$ cat config.mk
export PLATFORM = sky130hd
export DESIGN_NAME = hazard_frontend
export DESIGN_NICKNAME = d
export VERILOG_FILES = /design/src/rtl/hz_pkg.sv /design/src/rtl/hz_detect.sv /design/src/rtl/hz_pc.sv /design/src/rtl/hz_stage_reg.sv /design/src/rtl/hazard_frontend.sv
export SDC_FILE = /design/constraint.sdc
export NUM_CORES = 1
export LEC_CHECK = 0
export CAP_MARGIN = 20
export CORE_ASPECT_RATIO = 0.75
export CORE_MARGIN = 2
export CORE_UTILIZATION = 30
export CTS_CLUSTER_SIZE = 28
export DETAILED_ROUTE_END_ITERATION = 6
export MAX_ROUTING_LAYER = met4
export PLACE_DENSITY = 0.65
export RECOVER_POWER = 100
export SLEW_MARGIN = 40
export SYNTH_ARGS = -nofsm -noshare
export SYNTH_HDL_FRONTEND = slang
export SYNTH_SLANG_ARGS = --single-unit
$ cat constraint.sdc
create_clock -name clk -period 1.8 [get_ports clk]
set_clock_uncertainty 0.05 [all_clocks]
set_input_delay 0.18 -clock clk [delete_from_list [all_inputs] [get_ports clk]]
set_output_delay 0.18 -clock clk [all_outputs]
set_load 0.005 [all_outputs]
$ cat src/rtl/hz_pkg.sv
package hz_pkg;
    typedef enum logic [1:0] {
        ACT_RUN      = 2'd0,
        ACT_STALL    = 2'd1,
        ACT_REDIRECT = 2'd2
    } hz_action_e;
endpackage

$ cat src/rtl/hz_detect.sv
module hz_detect #(
    parameter int IDX_W = 5
) (
    input  logic             ex_is_load,
    input  logic [IDX_W-1:0] ex_dst,
    input  logic [IDX_W-1:0] dec_src_a,
    input  logic [IDX_W-1:0] dec_src_b,
    input  logic             redirect_taken,
    output hz_pkg::hz_action_e action,
    output logic             pc_wr_en,
    output logic             fd_wr_en,
    output logic             fd_clear,
    output logic             dx_clear
);
    import hz_pkg::*;

    logic dst_live;
    logic src_hit;
    logic load_use;

    always_comb begin
        dst_live = (ex_dst != '0);
        src_hit  = (ex_dst == dec_src_a) || (ex_dst == dec_src_b);
        load_use = ex_is_load && dst_live && src_hit;
        if (redirect_taken)  action = ACT_REDIRECT;
        else if (load_use)   action = ACT_STALL;
        else                 action = ACT_RUN;
    end

    always_comb begin
        unique case (action)
            ACT_REDIRECT: begin
                pc_wr_en = 1'b1;
                fd_wr_en = 1'b1;
                fd_clear = 1'b1;
                dx_clear = 1'b1;
            end
            ACT_STALL: begin
                pc_wr_en = 1'b0;
                fd_wr_en = 1'b0;
                fd_clear = 1'b0;
                dx_clear = 1'b1;
            end
            default: begin
                pc_wr_en = 1'b1;
                fd_wr_en = 1'b1;
                fd_clear = 1'b0;
                dx_clear = 1'b0;
            end
        endcase
    end
endmodule

$ cat src/rtl/hz_pc.sv
module hz_pc #(
    parameter int          XLEN   = 32,
    parameter logic [31:0] RST_PC = 32'h0
) (
    input  logic            clk,
    input  logic            rst,
    input  logic            wr_en,
    input  logic            take_target,
    input  logic [XLEN-1:0] target,
    output logic [XLEN-1:0] pc
);
    localparam logic [XLEN-1:0] STEP = XLEN'(4);

    always_ff @(posedge clk) begin
        if (rst)               pc <= RST_PC[XLEN-1:0];
        else if (take_target)  pc <= target;
        else if (wr_en)        pc <= pc + STEP;
    end
endmodule

$ cat src/rtl/hz_stage_reg.sv
module hz_stage_reg #(
    parameter int W        = 32,
    parameter bit HAS_HOLD = 1'b1
) (
    input  logic         clk,
    input  logic         rst,
    input  logic         clear,
    input  logic         wr_en,
    input  logic [W-1:0] d,
    output logic [W-1:0] q
);
    logic load;

    generate
        if (HAS_HOLD) begin : g_hold
            assign load = wr_en;
        end else begin : g_nohold
            logic unused_we;
            assign unused_we = wr_en;
            assign load = 1'b1;
        end
    endgenerate

    always_ff @(posedge clk) begin
        if (rst || clear) q <= '0;
        else if (load)    q <= d;
    end
endmodule

$ cat src/rtl/hazard_frontend.sv
module hazard_frontend #(
    parameter int          XLEN   = 32,
    parameter int          IDX_W  = 5,
    parameter int          CTRL_W = 8,
    parameter logic [31:0] RST_PC = 32'h0
) (
    input  logic              clk,
    input  logic              rst,
    input  logic              ex_is_load,
    input  logic [IDX_W-1:0]  ex_dst,
    input  logic [IDX_W-1:0]  dec_src_a,
    input  logic [IDX_W-1:0]  dec_src_b,
    input  logic              redirect_taken,
    input  logic [XLEN-1:0]   redirect_target,
    input  logic [XLEN-1:0]   fetch_word,
    input  logic [CTRL_W-1:0] dec_ctrl,
    output logic [XLEN-1:0]   pc_out,
    output logic [XLEN-1:0]   fd_word,
    output logic [CTRL_W-1:0] dx_ctrl,
    output logic              pc_wr_en,
    output logic              fd_wr_en,
    output logic              fd_clear,
    output logic              dx_clear
);
    import hz_pkg::*;

    hz_action_e action;
    logic       go_target;

    hz_detect #(.IDX_W(IDX_W)) u_detect (
        .ex_is_load     (ex_is_load),
        .ex_dst         (ex_dst),
        .dec_src_a      (dec_src_a),
        .dec_src_b      (dec_src_b),
        .redirect_taken (redirect_taken),
        .action         (action),
        .pc_wr_en       (pc_wr_en),
        .fd_wr_en       (fd_wr_en),
        .fd_clear       (fd_clear),
        .dx_clear       (dx_clear)
    );

    assign go_target = (action == ACT_REDIRECT);

    hz_pc #(.XLEN(XLEN), .RST_PC(RST_PC)) u_pc (
        .clk         (clk),
        .rst         (rst),
        .wr_en       (pc_wr_en),
        .take_target (go_target),
        .target      (redirect_target),
        .pc          (pc_out)
    );

    hz_stage_reg #(.W(XLEN), .HAS_HOLD(1'b1)) u_fd (
        .clk   (clk),
        .rst   (rst),
        .clear (fd_clear),
        .wr_en (fd_wr_en),
        .d     (fetch_word),
        .q     (fd_word)
    );

    hz_stage_reg #(.W(CTRL_W), .HAS_HOLD(1'b0)) u_dx (
        .clk   (clk),
        .rst   (rst),
        .clear (dx_clear),
        .wr_en (1'b1),
        .d     (dec_ctrl),
        .q     (dx_ctrl)
    );
endmodule

==> flow_metrics.py <==
metrics = {
    "outcome": {
        "outcome": "finished, violations left",
        "violations": "setup timing",
    },
    "sta": {
        "finalCritPeriodShare": 1.03,
        "fin_ws_ps": -53.2,
        "drv_slew": 0,
        "maxSlewHeadroom": 0.624,
        "period_needed_ps": 1850,
        "rsz0062_at_grt": "yes",
        "worstMarginPinSlew_ps": 562,
        "clock.fmax_mhz": 540,
        "tns_ps": -53.2,
        "setup_viol": 1,
        "hold_viol": 0,
    },
    "synth": {
        "synthesis.area_mm2": 0.00332,
        "ys_seq_area_frac": 0.434,
        "ys_warn_count": 0,
        "synth-async-reset-ratio": 0,
        "ys_ff_latch": 72,
        "synth_top_cell_by_area": "dfxtp_1",
        "syn_avg_cell_area_um2": 8.17,
        "synthFlopType": "dfxtp_1",
        "synth.distinct_cells": 37,
        "synth_top_cell_area_share": 0.434,
        "synth-edff-count": 0,
        "synth.most_common_cell": "nand2_1",
        "syn_nets": 499,
        "yosys-top-cells-area": "dfxtp_1 43%, nand2_1 8.9%, xnor2_1 8.2%",
        "synthCells": 407,
        "synth_commonest_cells": "79 x nand2_1, 72 x dfxtp_1, 42 x a21oi_1, 31 x xnor2_1, 30 x nor2_1",
    },
    "placement": {
        "dpl_cell_area_mm2": 0.00545,
        "io_buffers": 166,
        "place.gp.congestion": 0.907,
        "dpl.hpwl_mm": 8.46,
        "dp_cells": 733,
    },
    "cells_and_area": {
        "multi_input_area_mm2": 0.00196,
        "seq_area_mm2": 0.00146,
        "nFillCells": 959,
        "nets": 719,
        "area.growth.synth_to_final_pct": 89.8,
        "fin_cells": 772,
        "drive_above_1_share": 0.234,
        "antennaDiodeCount": 0,
        "post-route-util": 0.581,
        "final_cell_area_mm2": 0.00631,
    },
    "clock_network": {
        "cts.clk_slew.worst_paths_ps": 60,
        "clockBufferDepth": 2,
        "cts_max_level": 3,
        "cts_tree": "built",
        "cts_root_buf": "clkbuf_16",
        "numClockSinks": 72,
        "cts_made_buffers": 9,
        "clk_latency_ps": 330,
    },
    "setup_path": {
        "required_ps": 2000,
        "cp.arrival_ps": 2050,
        "startpoint": "ex_dst[4]",
        "cp-start-kind": "input pin",
        "crit_type": "in2reg",
        "crit_path_end_kind": "flip-flop",
        "critPathMostFrequentCell": "buf_6",
        "slowest_delay_ps": 530,
        "cp_cell_sequence": "buf_6 > or4_4 > o21a_4 > and2_4 > buf_6 > clkbuf_16 > o31a_1 > a221oi_2",
        "critPathMaxFanout": 6,
        "worst_path_max_delay_cell": "or4_4",
        "r2r-start": "u_pc.pc[12]",
    },
    "drt": {
        "vias_per_cell": 4.96,
        "via_count": 3826,
        "postRouteAntennaNets": 0,
        "wl_per_cell_um": 16.1,
        "drt_iter0_markers": 193,
        "drt-total-wl_mm": 12.4,
        "dr.pass1.iters": 5,
        "drc_errors": 0,
    },
    "floorplanning": {
        "start_util": 0.306,
        "fp-row-count": 33,
        "pin_count": 167,
        "die_w_um": 126,
        "core_region_area_mm2": 0.0109,
        "die-area_mm2": 0.0119,
        "fp.dieH_um": 95.2,
    },
    "min_path": {
        "hold_class": "in2reg",
        "worstHoldStart": "fetch_word[24]",
    },
    "grt": {
        "antenna_found_initial": 0,
        "grt_first_pass_wirelength_mm": 18.3,
        "grt_max_degree": 34,
        "grt_overflow": 0,
        "grt_pass1_vias": 3621,
        "grt_usage": 0.199,
    },
    "power": {
        "p_switching_uw": 1140,
        "p_leak_uw": 0.00268,
        "pwr-share-comb": 0.188,
        "clkPwrFrac": 0.429,
        "powerDensity_mw_per_mm2": 724,
        "p_sw_frac": 0.250,
        "internal_power_uw": 3420,
        "ir_worst_vdd_mv": 0.543,
        "pwr-share-seq": 0.383,
    },
    "run": {
        "maxCapViolations": 0,
    },
}
## critical path: cells and delay by family
family | cells | cell delay, ps
AOI/OAI and AO/OA | 3 | 780
and+or+nand+nor | 2 | 710
buffers and inverters | 3 | 360
## final timing paths
| path | endpoint | slack (ps) | cells past startpoint |
|---|---|---|---|
| max reg2reg | u_pc.pc[29] | 20 | 7 |
| min | u_fd.q[24] | 350 | 3 |
| min reg2reg | u_fd.q[15] | 400 | 2 |
| max | u_pc.pc[4] | -50 | 8 |
## per-layer routing
| metal | vias to the layer above | global-route usage | wire length (um) |
|---|---|---|---|
| met5 | - | - | 0 |
| met4 | 0 | 0.0500 | 107 |
| met3 | 13 | 0.0544 | 900 |
| met2 | 161 | 0.303 | 5670 |
| met1 | 1787 | 0.263 | 5720 |
| li1 | 1865 | - | - |
## layout by cell type (no fill, tap or decap), types with 14 or more instances in the layout
master            n
a21oi_1          39
nand3_1          14
nand2_1          76
dfxtp_1          64
buf_4            48
and3_1           16
nor2_1           29
xnor2_1          28
dlygate4sd3_1    63
clkdlybuf4s50_1  85
## flip-flops by register name (all words and copies together) (netlist names)
register  flops
u_dx.q        8
u_fd.q       32
u_pc.pc      32
## per-stage QoR
step	hold slack, ps	power [uW]	setup WS [ps]
5_1_grt	343	4760	-112
4_1_cts	330	4590	0.244
6_report	348	4570	-53.2
3_5_place_dp	393	2580	-792
2_1_floorplan	270	2040	-67.8
3_3_place_gp	388	2570	-679
## cell families (layout without fill, tap and decap cells)
kind of cell             after synthesis  after routing  synth area share
AND/OR/NAND/NOR                      164            164             0.225
multiplexers                           2              2           0.00602
XOR/XNOR                              31             31            0.0817
AO/OA/AOI/OAI                         97             97             0.198
adder cells (fa/ha/maj)                1              1           0.00376
buffers and inverters                 40            265            0.0523
flip-flops                            72             72             0.434
## power groups by stage
stage / clock (uW) / sequential (uW) / combinational, uW
6_report: 1960 / 1750 / 860
5_1_grt: 2080 / 1760 / 924
4_1_cts: 2000 / 1740 / 844
3_5_place_dp: 0 / 1780 / 805
3_3_place_gp: 0 / 1770 / 795
2_1_floorplan: 0 / 1800 / 247
## repair_timing
item | CTS | global route
pin swaps | 15 | 35
setup endpoints to repair | 73 | 65
setup buffers | 9 | 10
cloned | 1 | 3
hold buffers | 0 | 0
endpoints found under the hold margin | 0 | 0
resized for setup | 51 | 69
## area by class of cell
class	count	share of cell area
multi-input combinational	295	0.310
sequential	72	0.231
clock inverter	7	0.0163
clock buffer	9	0.0357
timing repair buffer	240	0.374
inverter	9	0.00535
tap	140	0.0278
No activity file was read; power rests on OpenSTA's default activity.
